File: config.mk
export PLATFORM = sky130hd
export DESIGN_NAME = lite_uart
export DESIGN_NICKNAME = d
export VERILOG_FILES = /design/src/rtl/lite_uart_pkg.sv /design/src/rtl/lite_uart_fifo.sv /design/src/rtl/lite_uart_tx.sv /design/src/rtl/lite_uart_rx.sv /design/src/rtl/lite_uart.sv
export SDC_FILE = /design/constraint.sdc
export NUM_CORES = 1
export LEC_CHECK = 0
export ABC_CLOCK_PERIOD_IN_PS = 2900
export BUFFER_PORTS_ARGS = -buffer_cell sky130_fd_sc_hd__buf_4
export CORE_ASPECT_RATIO = 1.1
export CORE_MARGIN = 2
export CORE_UTILIZATION = 30
export DETAILED_ROUTE_END_ITERATION = 12
export GPL_ROUTABILITY_DRIVEN = 0
export GPL_TIMING_DRIVEN = 1
export MAX_ROUTING_LAYER = met4
export PLACE_DENSITY = 0.56
export SLEW_MARGIN = 30
export SYNTH_ARGS = -nofsm -noshare
export SYNTH_HDL_FRONTEND = slang
export SYNTH_SLANG_ARGS = --single-unit
export TNS_END_PERCENT = 20
File: constraint.sdc
create_clock -name clk -period 2.9 [get_ports clk]
set_input_delay 0.145 -clock clk [delete_from_list [all_inputs] [get_ports clk]]
set_output_delay 0.145 -clock clk [all_outputs]
set_load 0.05 [all_outputs]
File: src/rtl/lite_uart_pkg.sv
package lite_uart_pkg;
    localparam logic [1:0] REG_RXD  = 2'd0;
    localparam logic [1:0] REG_TXD  = 2'd1;
    localparam logic [1:0] REG_STAT = 2'd2;
    localparam logic [1:0] REG_CTRL = 2'd3;

    localparam int CT_TXCLR = 0;
    localparam int CT_RXCLR = 1;
    localparam int CT_IE    = 4;

    typedef enum logic [2:0] {
        TX_IDLE, TX_START, TX_DATA, TX_PARITY, TX_STOP
    } tx_state_e;

    typedef enum logic [2:0] {
        RX_IDLE, RX_START, RX_DATA, RX_PARITY, RX_STOP
    } rx_state_e;
endpackage

File: src/rtl/lite_uart_fifo.sv
module lite_uart_fifo #(
    parameter int DEPTH = 16,
    parameter int WIDTH = 8,
    localparam int PW = $clog2(DEPTH),
    localparam int LW = $clog2(DEPTH) + 1
) (
    input  logic             clk,
    input  logic             rst_n,
    input  logic             clr,
    input  logic             push,
    input  logic [WIDTH-1:0] din,
    input  logic             pop,
    output logic [WIDTH-1:0] dout,
    output logic [LW-1:0]    level,
    output logic             empty,
    output logic             full
);
    logic [WIDTH-1:0] mem [DEPTH];
    logic [PW-1:0]    wr_ptr, rd_ptr;
    logic             do_push, do_pop;

    assign empty   = (level == '0);
    assign full    = (level == LW'(DEPTH));
    assign do_push = push && !full;
    assign do_pop  = pop && !empty;
    assign dout    = mem[rd_ptr];

    always_ff @(posedge clk) begin
        if (do_push && !clr) mem[wr_ptr] <= din;
    end

    always_ff @(posedge clk or negedge rst_n) begin
        if (!rst_n) begin
            wr_ptr <= '0;
            rd_ptr <= '0;
            level  <= '0;
        end else if (clr) begin
            wr_ptr <= '0;
            rd_ptr <= '0;
            level  <= '0;
        end else begin
            if (do_push) wr_ptr <= wr_ptr + 1'b1;
            if (do_pop)  rd_ptr <= rd_ptr + 1'b1;
            case ({do_push, do_pop})
                2'b10:   level <= level + 1'b1;
                2'b01:   level <= level - 1'b1;
                default: level <= level;
            endcase
        end
    end
endmodule

File: src/rtl/lite_uart_tx.sv
module lite_uart_tx
    import lite_uart_pkg::*;
#(
    parameter int OS_DIV     = 4,
    parameter int DATA_BITS  = 8,
    parameter bit PARITY_EN  = 1'b1,
    parameter bit PARITY_ODD = 1'b0,
    localparam int BIT_CLKS = 16 * OS_DIV,
    localparam int TW = $clog2(BIT_CLKS)
) (
    input  logic       clk,
    input  logic       rst_n,
    input  logic       fifo_empty,
    input  logic [7:0] fifo_dout,
    output logic       fifo_pop,
    output logic       txd,
    output logic       frame_done
);
    tx_state_e              state, nstate;
    logic [TW-1:0]          timer;
    logic [2:0]             bitn;
    logic [DATA_BITS-1:0]   shreg;
    logic                   par_bit;
    logic                   bit_end;

    assign bit_end    = (timer == TW'(BIT_CLKS - 1));
    assign fifo_pop   = (state == TX_IDLE) && !fifo_empty;
    assign frame_done = (state == TX_STOP) && bit_end;

    always_comb begin
        nstate = state;
        unique case (state)
            TX_IDLE:   if (!fifo_empty) nstate = TX_START;
            TX_START:  if (bit_end) nstate = TX_DATA;
            TX_DATA:   if (bit_end && bitn == 3'(DATA_BITS - 1))
                           nstate = PARITY_EN ? TX_PARITY : TX_STOP;
            TX_PARITY: if (bit_end) nstate = TX_STOP;
            TX_STOP:   if (bit_end) nstate = TX_IDLE;
            default:   nstate = TX_IDLE;
        endcase
    end

    always_ff @(posedge clk or negedge rst_n) begin
        if (!rst_n) state <= TX_IDLE;
        else        state <= nstate;
    end

    always_ff @(posedge clk or negedge rst_n) begin
        if (!rst_n) begin
            timer   <= '0;
            bitn    <= '0;
            shreg   <= '0;
            par_bit <= 1'b0;
        end else if (state == TX_IDLE) begin
            timer <= '0;
            bitn  <= '0;
            if (fifo_pop) begin
                shreg   <= fifo_dout[DATA_BITS-1:0];
                par_bit <= (^fifo_dout[DATA_BITS-1:0]) ^ PARITY_ODD;
            end
        end else begin
            timer <= bit_end ? '0 : timer + 1'b1;
            if (state == TX_DATA && bit_end) begin
                shreg <= shreg >> 1;
                bitn  <= bitn + 1'b1;
            end
        end
    end

    always_comb begin
        unique case (state)
            TX_START:  txd = 1'b0;
            TX_DATA:   txd = shreg[0];
            TX_PARITY: txd = par_bit;
            default:   txd = 1'b1;
        endcase
    end
endmodule

File: src/rtl/lite_uart_rx.sv
module lite_uart_rx
    import lite_uart_pkg::*;
#(
    parameter int OS_DIV     = 4,
    parameter int DATA_BITS  = 8,
    parameter bit PARITY_EN  = 1'b1,
    parameter bit PARITY_ODD = 1'b0,
    localparam int DW = (OS_DIV > 1) ? $clog2(OS_DIV) : 1
) (
    input  logic       clk,
    input  logic       rst_n,
    input  logic       rxd,
    output logic       done,
    output logic [7:0] data,
    output logic       ferr,
    output logic       perr
);
    rx_state_e            state, nstate;
    logic                 sync1, sync2, prev;
    logic                 fall, tick, samp, mid_start;
    logic [DW-1:0]        div;
    logic [3:0]           os_cnt;
    logic [2:0]           bitn;
    logic [DATA_BITS-1:0] shreg;
    logic                 par_rx;
    logic                 perr_c;

    assign fall      = prev && !sync2;
    assign tick      = (div == DW'(OS_DIV - 1));
    assign mid_start = tick && (os_cnt == 4'd7);
    assign samp      = tick && (os_cnt == 4'd15);
    assign data      = 8'(shreg);

    generate
        if (PARITY_EN) begin : g_par
            assign perr_c = (^shreg) ^ PARITY_ODD ^ par_rx;
        end else begin : g_nopar
            assign perr_c = 1'b0;
        end
    endgenerate

    always_ff @(posedge clk or negedge rst_n) begin
        if (!rst_n) begin
            sync1 <= 1'b1;
            sync2 <= 1'b1;
            prev  <= 1'b1;
        end else begin
            sync1 <= rxd;
            sync2 <= sync1;
            prev  <= sync2;
        end
    end

    always_comb begin
        nstate = state;
        unique case (state)
            RX_IDLE:   if (fall) nstate = RX_START;
            RX_START:  if (mid_start) nstate = sync2 ? RX_IDLE : RX_DATA;
            RX_DATA:   if (samp && bitn == 3'(DATA_BITS - 1))
                           nstate = PARITY_EN ? RX_PARITY : RX_STOP;
            RX_PARITY: if (samp) nstate = RX_STOP;
            RX_STOP:   if (samp) nstate = RX_IDLE;
            default:   nstate = RX_IDLE;
        endcase
    end

    always_ff @(posedge clk or negedge rst_n) begin
        if (!rst_n) state <= RX_IDLE;
        else        state <= nstate;
    end

    always_ff @(posedge clk or negedge rst_n) begin
        if (!rst_n) begin
            div    <= '0;
            os_cnt <= '0;
            bitn   <= '0;
            shreg  <= '0;
            par_rx <= 1'b0;
        end else if (state == RX_IDLE) begin
            div    <= '0;
            os_cnt <= '0;
            bitn   <= '0;
        end else begin
            div <= tick ? '0 : div + 1'b1;
            if (tick) begin
                if (state == RX_START && os_cnt == 4'd7) os_cnt <= '0;
                else                                     os_cnt <= os_cnt + 1'b1;
            end
            if (state == RX_DATA && samp) begin
                shreg <= {sync2, shreg[DATA_BITS-1:1]};
                bitn  <= bitn + 1'b1;
            end
            if (state == RX_PARITY && samp) par_rx <= sync2;
        end
    end

    always_ff @(posedge clk or negedge rst_n) begin
        if (!rst_n) begin
            done <= 1'b0;
            ferr <= 1'b0;
            perr <= 1'b0;
        end else begin
            done <= (state == RX_STOP) && samp;
            ferr <= (state == RX_STOP) && samp && !sync2;
            perr <= (state == RX_STOP) && samp && perr_c;
        end
    end
endmodule

File: src/rtl/lite_uart.sv
module lite_uart
    import lite_uart_pkg::*;
#(
    parameter int OS_DIV     = 4,
    parameter int DATA_BITS  = 8,
    parameter bit PARITY_EN  = 1'b1,
    parameter bit PARITY_ODD = 1'b0,
    parameter int FIFO_DEPTH = 16,
    localparam int LW = $clog2(FIFO_DEPTH) + 1
) (
    input  logic        clk,
    input  logic        rst_n,
    input  logic [3:0]  bus_addr,
    input  logic        bus_wr,
    input  logic        bus_rd,
    input  logic [31:0] bus_wdata,
    output logic [31:0] bus_rdata,
    input  logic        uart_rxd,
    output logic        uart_txd,
    output logic        irq
);
    logic [1:0]    reg_idx;
    logic          rx_pop, rx_push, rx_clr, rx_empty, rx_full;
    logic          tx_pop, tx_push, tx_clr, tx_empty, tx_full;
    logic [7:0]    rx_dout, tx_dout;
    logic [LW-1:0] rx_level, tx_level;
    logic          stat_rd, wr_ctl;
    logic          rxe_done, rxe_ferr, rxe_perr;
    logic [7:0]    rxe_data;
    logic          tx_done;
    logic          ie_q, err_ovr_q, err_frm_q, err_par_q, rx_was_empty;
    logic [7:0]    status;
    logic          unused_bits;

    assign unused_bits = ^{bus_addr[1:0], bus_wdata[31:8]};

    assign reg_idx = bus_addr[3:2];
    assign rx_pop  = bus_rd && reg_idx == REG_RXD && !rx_empty;
    assign stat_rd = bus_rd && reg_idx == REG_STAT;
    assign tx_push = bus_wr && reg_idx == REG_TXD && !tx_full;
    assign wr_ctl  = bus_wr && reg_idx == REG_CTRL;
    assign tx_clr  = wr_ctl && bus_wdata[CT_TXCLR];
    assign rx_clr  = wr_ctl && bus_wdata[CT_RXCLR];
    assign rx_push = rxe_done && !rxe_ferr && !rx_full;

    assign status = {err_par_q, err_frm_q, err_ovr_q, ie_q,
                     tx_full, tx_empty, rx_full, !rx_empty};

    lite_uart_fifo #(.DEPTH(FIFO_DEPTH), .WIDTH(8)) u_rxq (
        .clk(clk), .rst_n(rst_n), .clr(rx_clr), .push(rx_push), .din(rxe_data),
        .pop(rx_pop), .dout(rx_dout), .level(rx_level), .empty(rx_empty),
        .full(rx_full)
    );

    lite_uart_fifo #(.DEPTH(FIFO_DEPTH), .WIDTH(8)) u_txq (
        .clk(clk), .rst_n(rst_n), .clr(tx_clr), .push(tx_push),
        .din(bus_wdata[7:0]), .pop(tx_pop), .dout(tx_dout), .level(tx_level),
        .empty(tx_empty), .full(tx_full)
    );

    lite_uart_tx #(.OS_DIV(OS_DIV), .DATA_BITS(DATA_BITS),
                   .PARITY_EN(PARITY_EN), .PARITY_ODD(PARITY_ODD)) u_tx (
        .clk(clk), .rst_n(rst_n), .fifo_empty(tx_empty), .fifo_dout(tx_dout),
        .fifo_pop(tx_pop), .txd(uart_txd), .frame_done(tx_done)
    );

    lite_uart_rx #(.OS_DIV(OS_DIV), .DATA_BITS(DATA_BITS),
                   .PARITY_EN(PARITY_EN), .PARITY_ODD(PARITY_ODD)) u_rx (
        .clk(clk), .rst_n(rst_n), .rxd(uart_rxd), .done(rxe_done),
        .data(rxe_data), .ferr(rxe_ferr), .perr(rxe_perr)
    );

    always_ff @(posedge clk or negedge rst_n) begin
        if (!rst_n) begin
            bus_rdata <= '0;
        end else if (bus_rd) begin
            unique case (reg_idx)
                REG_RXD:  bus_rdata <= rx_empty ? 32'd0 : {24'd0, rx_dout};
                REG_STAT: bus_rdata <= {24'd0, status};
                default:  bus_rdata <= 32'd0;
            endcase
        end
    end

    always_ff @(posedge clk or negedge rst_n) begin
        if (!rst_n) begin
            ie_q         <= 1'b0;
            err_ovr_q    <= 1'b0;
            err_frm_q    <= 1'b0;
            err_par_q    <= 1'b0;
            rx_was_empty <= 1'b1;
            irq          <= 1'b0;
        end else begin
            if (wr_ctl) ie_q <= bus_wdata[CT_IE];
            err_ovr_q    <= (rxe_done && !rxe_ferr && rx_full) || (err_ovr_q && !stat_rd);
            err_frm_q    <= (rxe_done && rxe_ferr) || (err_frm_q && !stat_rd);
            err_par_q    <= (rx_push && rxe_perr) || (err_par_q && !stat_rd);
            rx_was_empty <= rx_empty;
            irq          <= ie_q && ((rx_was_empty && !rx_empty) || (tx_done && tx_empty));
        end
    end
endmodule

==> parameters.txt, run 1 <==
Parameter                              Value

Yosys
  Number of flip-flops and latches in the synthesized netlist    between 300 and 400
  Area of the mapped netlist    about 14000 um2
  Cell variety after synth    54
  Area share of the leading cell type in the synthesized netlist    0.536
  Yosys warning count    0
  Fraction of registers with async set/reset    0.256
  Seq/Total Area, Yosys    0.690
  Dominant cell type by area after synthesis    sky130_fd_sc_hd__edfxtp_1
  Dominant register cell in the synthesized netlist    sky130_fd_sc_hd__edfxtp_1
  Mean cell area of the mapped netlist    16.4 um2
  Number of enable-type register cells in the synthesized netlist    around 260
  Gate count after technology mapping    874
  Synth area leaders    sky130_fd_sc_hd__edfxtp_1 (54%), sky130_fd_sc_hd__dfrtp_1 (15%), sky130_fd_sc_hd__mux4_2 (10%), sky130_fd_sc_hd__nor2_1 (1.8%), sky130_fd_sc_hd__ha_1 (1.7%)

Routing
  Length of routed met3 wiring    approximately 1200 um
  Total via count after detailed routing    around 7300
  Per-cell routed wire length    about 17 um
  Sum of routed wire length over all layers    between 20000 and 30000 um
  Highest layer used for signal routing    met4
  Ratio of routed vias to standard cells    4.54
  Number of violations reported at the end of detailed-routing iteration 0    roughly 550
  Detailed-router iteration count before antenna repair    5
  Number of nets still failing antenna checks after routing    0
  Post-route met1 wirelength    12000 um
  Metal2 WL    14100 um
  Remaining DRCs    0

Critical path
  CP dominant cell by count    sky130_fd_sc_hd__xnor2_1
  Worst Path Buf+Inv    1
  Type of element launching the critical path    flip-flop
  Top Family by Delay on Critical Path    flip-flops
  Critical path fanouts, max    16
  Element type at the critical path end    flip-flop
  Cells along the critical path    buf_12 > mux4_2 > a22oi_1 > nand2_1 > xnor2_1 > xnor2_1 > xnor2_1 > o21ai_1
  Delay of the slowest critical-path stage    between 600 and 700 ps
  Required time at the worst-slack endpoint    roughly 3300 ps
  Slowest stage cell, crit path    sky130_fd_sc_hd__dfrtp_2
  Start-to-end type of the worst setup path    reg2reg
  Critical path data arrival time    slightly below 3000 ps

Finish
  Combined area of the multi-input logic cells    about 4000 um2
  Number of fill cells in the layout    roughly 4500
  Ant. Diodes    0
  Sequential cell area    9900 um2
  Most common cell after layout, fill and taps aside    sky130_fd_sc_hd__edfxtp_1
  P&R area growth vs syn    16.2%
  Commonest cells after routing, fill and taps aside    sky130_fd_sc_hd__edfxtp_1 (256), sky130_fd_sc_hd__dfrtp_1 (82), sky130_fd_sc_hd__nor2_1 (67)
  # nets final    roughly 1000
  Ratio of cells with drive above 1 in the final layout    0.208

Status
  Result of the run    finished, final reports clean

Pwr
  Post-layout power    between 10 and 15 mW
  VDD IR-drop max    about 540 uV
  Power per Cell Area    roughly 750 nW/um2
  Static leakage    just over 6 nW

GRT
  Number of antenna violations at the first check in global routing    0
  Maximum number of pins on one net before global-route repair    50
  Gr usage total    0.121
  Wire length of the first global-routing pass    44200 um
  Number of global-route vias before repair    approximately 7800
  GR Overflow Total    0

Place
  Post-placement worst setup slack    approximately 280 ps
  Detailed placer's ending HPWL    18600 um
  IO buf count    24

STA
  Final period utilization    0.878
  Final total negative setup slack    0 ps
  Slew Limit Fails    0
  Setup repair after global routing missed its margin    no
  Number of failing hold endpoints at the final stage    0
  Max Fclk    393 MHz
  Clock period minus final worst setup slack    roughly 2500 ps
  Worst rel slew slack    0.571
  Final setup slack of the worst path    ~350 ps
  Transition at the pin with the smallest max-transition slack    about 640 ps
  Total of endpoints with negative setup slack in the final report    0
  Clock skew    about 29 ps

Floorplanning
  Ports placed on the boundary    75
  Die X-Extent    approximately 210 um
  Number of placement rows    between 80 and 90
  Initial core utilization    0.302
  Core footprint    ~48000 um2
  Die height    about 230 um
  Floorplan die area    around 50000 um2

Clock network
  Clock latency at the later pin of the worst-skew pair    560 ps
  H-tree depth reported by CTS    2
  Root Driver    sky130_fd_sc_hd__clkbuf_16
  Post-CTS clock slew at the launch and capture registers of the worst setup and hold paths    about 60 ps
  Post-cts gate resize count    0
  CTS tree    yes
  Clock Path Buffers    3
  CTS buffer count    37
  Clk sinks    344

Job
  Maximum Capacitance Violations    0

Worst hold path
  Worst min-delay path category    in2reg
## registers in the layout (all words and copies together) (netlist names), 5 cells and up
name	flops
u_tx.shreg	8
u_rxq.level	5
bus_rdata	8
u_txq.level	5
u_rx.data	8
u_tx.timer	6
u_rxq.mem	128
u_txq.mem	128
## cell type report
class	count	share of cell area
tap	645	0.0485
inverter	19	0.00428
sequential	344	0.594
multi-input combinational	466	0.243
timing repair buffer	76	0.0397
clock buffer	48	0.0593
clock inverter	19	0.0110
## kinds of logic after synthesis
kind of cell             share of synthesized area
flip-flops                                   0.690
AND/OR/NAND/NOR                             0.0693
multiplexers                                 0.126
buffers and inverters                       0.0345
AO/OA/AOI/OAI                               0.0370
XOR/XNOR                                    0.0257
adder cells (fa/ha/maj)                     0.0166
other                                     0.000262
## cell usage after synthesis, drive strengths merged, types with 3 or more instances
cell type      number
edfxtp            256
dfrtp              84
mux4               72
nor2               67
nand2              54
buf                41
xnor2              25
clkbuf             24
nor3               24
a22oi              22
ha                 19
inv                19
nand3              17
xor2               17
a21oi              16
o21ai              15
and2               13
mux2               12
a31oi               8
nor4                7
nand4               6
or3                 5
a211oi              4
a32oi               4
and3                4
dfstp               4
clkdlybuf4s25       3
mux2i               3
nand2b              3
nor2b               3
## metal layers
layer	global-route usage	vias to the layer above
li1	-	3428
met1	0.145	3749
met2	0.203	122
met3	0.0249	46
met4	0.0413	0
met5	-	-
## power by group
part | switching [mW] | internal [mW] | total, mW | leakage, nW
logic | 1.06 | 0.835 | 1.89 | 1.81
clock network | 1.90 | 2.68 | 4.59 | 0.568
registers | 0.371 | 5.59 | 5.96 | 3.70
## stage by stage
stage	hold slack (ps)	area, um2	cells	util
2_1_floorplan	-151	14400	897	-
3_3_place_gp	167	15400	1539	0.323
3_5_place_dp	169	15400	1539	0.323
4_1_cts	33.9	16600	1617	0.350
5_1_grt	61.7	16600	1617	0.350
6_report	64.9	16600	1617	0.350
## worst min-delay path: stages
cell and delay (ps):
sky130_fd_sc_hd__buf_4 120, sky130_fd_sc_hd__nor3_1 60, sky130_fd_sc_hd__mux2_2 250
## path summary, 6_finish.rpt
| check | slack, ps | from | end | cells past startpoint |
|---|---|---|---|---|
| worst max-delay path | 350 | u_txq.rd_ptr[0] | u_tx.par_bit | 8 |
| worst min-delay path | 60 | bus_addr[2] | bus_rdata[0] | 3 |
| worst max register to register | 350 | u_txq.rd_ptr[0] | u_tx.par_bit | 8 |
| worst min register to register | 360 | u_rx.sync1 | u_rx.sync2 | 0 |
| max in group asynchronous | 2030 | rst_n | u_rx.sync1 | 3 |
| min in group asynchronous | 140 | rst_n | u_tx.shreg[2] | 2 |
## what timing repair did
action | CTS | global route
endpoints found under the setup margin | 0 | 0
endpoints found under the hold margin | 177 | 0
hold buffers | 11 | 0
setup buffers | 0 | 0
No activity file was read; power rests on OpenSTA's default activity.
==> run 2: changes to the inputs <==
--- a/config.mk
+++ b/config.mk
@@ -5,16 +5,15 @@
 export SDC_FILE = /design/constraint.sdc
 export NUM_CORES = 1
 export LEC_CHECK = 0
-export ABC_CLOCK_PERIOD_IN_PS = 2900
+export ABC_CLOCK_PERIOD_IN_PS = 2230
 export BUFFER_PORTS_ARGS = -buffer_cell sky130_fd_sc_hd__buf_4
 export CORE_ASPECT_RATIO = 1.1
-export CORE_MARGIN = 2
 export CORE_UTILIZATION = 30
 export DETAILED_ROUTE_END_ITERATION = 12
 export GPL_ROUTABILITY_DRIVEN = 0
 export GPL_TIMING_DRIVEN = 1
 export MAX_ROUTING_LAYER = met4
-export PLACE_DENSITY = 0.56
+export PLACE_DENSITY = 0.58
 export SLEW_MARGIN = 30
 export SYNTH_ARGS = -nofsm -noshare
 export SYNTH_HDL_FRONTEND = slang
==> constraint.sdc (replaced) <==
create_clock -name clk -period 2.23 [get_ports clk]
set_input_delay 0.1115 -clock clk [delete_from_list [all_inputs] [get_ports clk]]
set_output_delay 0.1115 -clock clk [all_outputs]
set_load 0.05 [all_outputs]
==> parameters.txt, run 2 (synthesis gave the netlist of run 1 again) <==
Parameter                              Value

Finish
  Final Instance Area    17500 um2 (+5.2%)
  Most common cell after layout, fill and taps aside    sky130_fd_sc_hd__edfxtp_1
  # nets final    1059 (+5.5%)
  Commonest cells after routing, fill and taps aside    sky130_fd_sc_hd__edfxtp_1 (256), sky130_fd_sc_hd__buf_4 (103), sky130_fd_sc_hd__dfrtp_1 (82)
  Ratio of cells with drive above 1 in the final layout    0.301 (+0.0934)
  P&R area growth vs syn    22.2%
  Non-filler cells, final    1666 (+3.0%)
  Largest registers ranked by flip-flop count    u_rxq.mem: 128 flops, u_txq.mem: 128 flops
  Ant. Diodes    0 (unchanged)
  Number of fill cells in the layout    4387 (-3.2%)

STA
  Setup repair after global routing missed its margin    yes
  Transition at the pin with the smallest max-transition slack    909 ps (+270 ps)
  Final period utilization    1.02 (+0.139)
  Max Fclk    441 MHz (+12%)
  Total of endpoints with negative setup slack in the final report    1 (+1)
  Clock skew    20.1 ps (-8.79 ps)
  Worst rel slew slack    0.393 (-0.178)
  Number of failing hold endpoints at the final stage    0 (unchanged)
  Final setup slack of the worst path    -38.5 ps (-393 ps)
  Clock period minus final worst setup slack    2270 ps (-277 ps)
  Final total negative setup slack    -38.5 ps (-38.5 ps)
  Slew Limit Fails    0 (unchanged)

Floorplanning
  Core footprint    46900 um2 (-1.2%)
  Die height    231 um (-0.86%)
  Initial core utilization    0.305 (+0.00363)
  Ports placed on the boundary    75 (unchanged)
  Die X-Extent    210 um (-0.94%)
  Floorplan die area    48600 um2 (-1.8%)
  Number of placement rows    83 (-1.2%)

Critical path
  Start-to-end type of the worst setup path    reg2reg
  Launch instance of the worst register-to-register path    u_txq.rd_ptr[0]
  Critical path data arrival time    2700 ps (-280 ps)
  Element type at the critical path end    flip-flop
  Critical path fanouts, max    5 (-11)
  Required time at the worst-slack endpoint    2660 ps (-670 ps)
  Type of element launching the critical path    flip-flop
  Crit. Startpoint    u_txq.rd_ptr[0]

GRT
  Wire length of the first global-routing pass    46000 um (+3.9%)
  Maximum number of pins on one net before global-route repair    52 (+4.0%)
  Number of global-route vias before repair    7801 (+0.59%)
  Gr usage total    0.128 (+0.00653)
  GR Overflow Total    0 (unchanged)
  Number of antenna violations at the first check in global routing    0 (unchanged)

Clock network
  CTS buffer count    38 (+2.7%)
  H-tree depth reported by CTS    2 (unchanged)
  Clock latency at the later pin of the worst-skew pair    550 ps (about the same)
  Clock Path Buffers    3 (unchanged)
  CTS tree    yes
  Root Driver    sky130_fd_sc_hd__clkbuf_16
  Clk sinks    344 (unchanged)
  Post-CTS clock slew at the launch and capture registers of the worst setup and hold paths    60 ps (about the same)

Routing
  Number of nets still failing antenna checks after routing    0 (unchanged)
  Detailed-router iteration count before antenna repair    5 (unchanged)
  Per-cell routed wire length    17.7 um (+2.5%)
  Ratio of routed vias to standard cells    4.56 (+0.32%)
  Total via count after detailed routing    7592 (+3.4%)
  Sum of routed wire length over all layers    29600 um (+5.6%)
  Remaining DRCs    0 (unchanged)
  Number of violations reported at the end of detailed-routing iteration 0    454 (-17%)

Pwr
  Static leakage    6.49 nW (+6.7%)
  VDD IR-drop max    463 uV (-14%)
  Power per Cell Area    989 nW/um2 (+32%)

Place
  Total cell area at the placement stage    15800 um2 (+2.7%)
  Detailed placer's ending HPWL    19400 um (+3.8%)
  Count of placed standard cells including taps    1580 (+2.7%)
  IO buf count    24 (unchanged)

Status
  Violations in the final reports    negative setup slack
  Result of the run    finished, violations left

Worst hold path
  Worst hold path startpoint    bus_addr[2]
  Worst min-delay path category    in2reg

Job
  Maximum Capacitance Violations    0 (unchanged)
run 2: worst paths after layout:
| kind | end | depth (start not counted) | slack [ps] |
|---|---|---|---|
| hold / removal | bus_rdata[0] | 3 | 40 |
| max in group asynchronous | u_rx.sync1 | 3 | 1350 |
| setup reg to reg | u_tx.par_bit | 8 | -40 |
| setup / recovery | u_tx.par_bit | 8 | -40 |
| hold reg to reg | u_rx.sync2 | 0 | 350 |
| min in group asynchronous | u_txq.rd_ptr[0] | 2 | 110 |
run 2: layout make-up:
type	count	area, um2	share of cell area
clock buffer	51	1070	0.0611
clock inverter	19	250	0.0143
inverter	19	71.3	0.00407
multi-input combinational	466	4240	0.242
sequential	344	9900	0.565
tap	637	797	0.0455
timing repair buffer	130	1190	0.0677
run 2: layer usage:
metal | global-route usage | vias up | wire length (um)
met4 | 0.0362 | 0 | 563
li1 | - | 3539 | -
met2 | 0.213 | 109 | 15000
met1 | 0.159 | 3905 | 12800
met3 | 0.0234 | 39 | 1130
met5 | - | - | 0
run 2: report_power, final:
| group | internal (mW) | switching [mW] | total [mW] |
|---|---|---|---|
| logic | 1.54 | 1.66 | 3.20 |
| clock network | 3.89 | 2.58 | 6.48 |
| registers | 7.27 | 0.387 | 7.65 |
run 2: critical path, stage by stage (launching register included):
cell,delay [ps]
sky130_fd_sc_hd__dfrtp_2,510
sky130_fd_sc_hd__buf_12,160
sky130_fd_sc_hd__mux4_1,560
sky130_fd_sc_hd__a22oi_2,240
sky130_fd_sc_hd__nand2_2,110
sky130_fd_sc_hd__xnor2_2,150
sky130_fd_sc_hd__xnor2_1,200
sky130_fd_sc_hd__xnor2_1,140
sky130_fd_sc_hd__o21ai_1,70
run 2: repair_timing:
action | CTS | global route
gates cloned | 1 | 1
buffers inserted | 4 | 1
setup endpoints to repair | 9 | 50
hold endpoints to repair | 176 | 0
hold buffers | 11 | 0
gates resized for setup | 18 | 36
pin swaps | 5 | 25
run 2: per-stage QoR:
step	power [mW]	utilization	hold WS [ps]	worst slack, ps
floorplan	9.70	-	-184	-167
global placement	10.7	0.336	145	-94.0
detailed placement	10.7	0.336	139	-65.4
CTS	17.4	0.370	8.28	-42.8
global route	18.1	0.373	38.7	-177
finish	17.3	0.373	35.4	-38.5
==> run 3: changes to the inputs <==
--- a/config.mk
+++ b/config.mk
@@ -8,12 +8,13 @@
 export ABC_CLOCK_PERIOD_IN_PS = 2230
 export BUFFER_PORTS_ARGS = -buffer_cell sky130_fd_sc_hd__buf_4
 export CORE_ASPECT_RATIO = 1.1
-export CORE_UTILIZATION = 30
+export CORE_UTILIZATION = 40
+export CTS_BUF_LIST = sky130_fd_sc_hd__clkbuf_4
 export DETAILED_ROUTE_END_ITERATION = 12
 export GPL_ROUTABILITY_DRIVEN = 0
 export GPL_TIMING_DRIVEN = 1
 export MAX_ROUTING_LAYER = met4
-export PLACE_DENSITY = 0.58
+export PLACE_DENSITY = 0.69
 export SLEW_MARGIN = 30
 export SYNTH_ARGS = -nofsm -noshare
 export SYNTH_HDL_FRONTEND = slang
==> parameters.txt, run 3 (synthesis gave the netlist of run 1 again) <==
Parameter                              Value

Finish
  Sequential cell area    9900 um2 (unchanged)
  Most common cell after layout, fill and taps aside    sky130_fd_sc_hd__edfxtp_1
  # nets final    1115 (+5.3%)
  Commonest cells after routing, fill and taps aside    sky130_fd_sc_hd__edfxtp_1 (256), sky130_fd_sc_hd__clkbuf_4 (128), sky130_fd_sc_hd__buf_4 (104)
  Non-filler cells, final    1598 (-4.1%)
  Combined area of the multi-input logic cells    4190 um2 (-1.2%)
  Ratio of cells with drive above 1 in the final layout    0.341 (+0.0392)
  Number of fill cells in the layout    2927 (-33%)
  P&R area growth vs syn    19.7%
  Largest registers ranked by flip-flop count    u_rxq.mem: 128 flops, u_txq.mem: 128 flops
  Final Instance Area    17200 um2 (-2.1%)

Routing
  Remaining DRCs    0 (unchanged)
  Number of nets still failing antenna checks after routing    0 (unchanged)
  Detailed-router iteration count before antenna repair    5 (unchanged)
  Total via count after detailed routing    8078 (+6.4%)
  Sum of routed wire length over all layers    28900 um (-2.1%)
  Per-cell routed wire length    18.1 um (+2.1%)
  Ratio of routed vias to standard cells    5.06 (+11%)
  Number of violations reported at the end of detailed-routing iteration 0    551 (+21%)

Critical path
  Number of cells on the worst reg-to-reg path    9 (+1)
  Critical path data arrival time    2900 ps (+200 ps)
  Reg-to-reg slack, setup    -60 ps (-20 ps)
  Required time at the worst-slack endpoint    2840 ps (+180 ps)
  Start-to-end type of the worst setup path    reg2reg
  Launch instance of the worst register-to-register path    u_txq.rd_ptr[0]
  Element type at the critical path end    flip-flop
  Worst reg2reg path endpoint    u_tx.par_bit
  Critical path fanouts, max    14 (+9)
  Type of element launching the critical path    flip-flop

GRT
  GR Overflow Total    0 (unchanged)
  Number of global-route vias before repair    8338 (+6.9%)
  Maximum number of pins on one net before global-route repair    49 (-5.8%)
  Wire length of the first global-routing pass    45200 um (-1.6%)
  Number of antenna violations at the first check in global routing    1 (+1)
  Gr usage total    0.167 (+0.0394)

Pwr
  Static leakage    6.55 nW (+0.96%)
  Post-layout power    16.0 mW (-7.4%)
  Power per Cell Area    936 nW/um2 (-5.4%)
  VDD IR-drop max    328 uV (-29%)

Clock network
  Clk sinks    344 (unchanged)
  H-tree depth reported by CTS    3 (+1)
  Root Driver    sky130_fd_sc_hd__clkbuf_4
  CTS buffer count    84 (+120%)
  Post-CTS clock slew at the launch and capture registers of the worst setup and hold paths    70 ps (about the same)
  Clock latency at the later pin of the worst-skew pair    730 ps (+180 ps)
  CTS tree    yes
  Clock Path Buffers    3 (unchanged)

STA
  Clock skew    51.9 ps (+31.8 ps)
  Clock period minus final worst setup slack    2290 ps (+16.6 ps)
  Transition at the pin with the smallest max-transition slack    802 ps (-107 ps)
  Max Fclk    438 MHz (-0.73%)
  Setup repair after global routing missed its margin    yes
  Number of failing hold endpoints at the final stage    0 (unchanged)
  Slew Limit Fails    0 (unchanged)
  Worst rel slew slack    0.464 (+0.0714)
  Final period utilization    1.02 (+0.00746)
  Final setup slack of the worst path    -55.1 ps (-16.6 ps)
  Worst Hold Margin    246 ps (+211 ps)
  Total of endpoints with negative setup slack in the final report    1 (unchanged)

Floorplanning
  Floorplan die area    36600 um2 (-25%)
  Ports placed on the boundary    75 (unchanged)
  Core footprint    35200 um2 (-25%)
  Initial core utilization    0.407 (+0.102)
  Die height    201 um (-13%)
  Die X-Extent    182 um (-13%)
  Number of placement rows    72 (-13%)

Place
  Detailed placer's ending HPWL    18700 um (-3.5%)
  Count of placed standard cells including taps    1423 (-9.9%)
  IO buf count    24 (unchanged)
  Total cell area at the placement stage    15700 um2 (-0.84%)

Worst hold path
  Worst min-delay path category    in2reg
  Sink of the worst hold path    u_txq.mem[15][2]
  Worst hold path startpoint    bus_wdata[2]
  Min-Delay Path Depth    2 (-1)

Status
  Violations in the final reports    negative setup slack
  Result of the run    finished, violations left

Job
  Maximum Capacitance Violations    0 (unchanged)
==> run 3: cell count changes in the layout (fill, tap and decap cells not counted), moves of 4 or more <==
cell	change
sky130_fd_sc_hd__dlygate4sd3_1	+6
sky130_fd_sc_hd__clkbuf_8	-5
sky130_fd_sc_hd__clkbuf_16	-40
sky130_fd_sc_hd__nor2_1	+5
sky130_fd_sc_hd__clkbuf_1	-7
sky130_fd_sc_hd__clkinv_1	+9
sky130_fd_sc_hd__nor2_2	-4
sky130_fd_sc_hd__buf_12	+4
sky130_fd_sc_hd__clkbuf_4	+128
==> run 3: metal layers <==
layer | vias to the layer above | part of all wire | track usage
met5 | - | 0 | -
met4 | 0 | 0.024 | 0.0702
met3 | 60 | 0.057 | 0.0385
met2 | 241 | 0.51 | 0.268
met1 | 4067 | 0.41 | 0.202
li1 | 3710 | - | -
==> run 3: worst max-delay path by stage <==
stage / slack, ps / cells after the start / startpoint / endpoint
after global routing: -160 / 8 / u_txq.rd_ptr[0] / u_tx.par_bit
final: -60 / 9 / u_txq.rd_ptr[0] / u_tx.par_bit
after detailed placement: -90 / 8 / u_txq.rd_ptr[0] / u_tx.par_bit
after CTS: -10 / 8 / u_txq.rd_ptr[0] / u_tx.par_bit
after floorplan: -170 / 6 / u_txq.level[1] / u_txq.mem[4][0]
after global placement: -30 / 8 / u_txq.rd_ptr[0] / u_tx.par_bit
==> run 3: worst max-delay path, cell delays in order (launching register included) <==
cell,delay [ps]
sky130_fd_sc_hd__dfrtp_2,450
sky130_fd_sc_hd__buf_12,180
sky130_fd_sc_hd__buf_4,130
sky130_fd_sc_hd__mux4_2,490
sky130_fd_sc_hd__a22oi_2,210
sky130_fd_sc_hd__nand2_2,100
sky130_fd_sc_hd__xnor2_2,210
sky130_fd_sc_hd__xnor2_2,150
sky130_fd_sc_hd__xnor2_1,150
sky130_fd_sc_hd__o21ai_1,80
==> run 3: area by class of cell <==
type | count | area share
multi-input cells | 466 | 0.244
diodes | 1 | 0.000146
well taps | 481 | 0.0351
clock buffers | 128 | 0.0560
inverters | 19 | 0.00416
clock inverters | 19 | 0.00693
flip-flops and latches | 344 | 0.577
repair buffers | 140 | 0.0761
==> run 3: power by group <==
part           switching (mW)  internal [mW]  total, mW
Sequential              0.388           7.26       7.65
Clock                    2.44           2.74       5.18
Combinational            1.66           1.54       3.21
==> run 3: repair_timing <==
action	4_1_cts	5_1_grt
hold buffers	18	0
setup endpoints to repair	2	13
hold endpoints to repair	236	0
pin swaps	7	10
buffers inserted	1	8
resized for setup	18	19
cloned	0	0
==> run 3: per-stage QoR <==
stage,setup slack [ps],util,TNS [ps]
after floorplan,-167,-,-6890
after global placement,-30.8,0.444,-30.8
after detailed placement,-91.5,0.444,-91.5
after CTS,-14.3,0.483,-14.3
after global routing,-159,0.487,-498
final,-55.1,0.487,-55.1
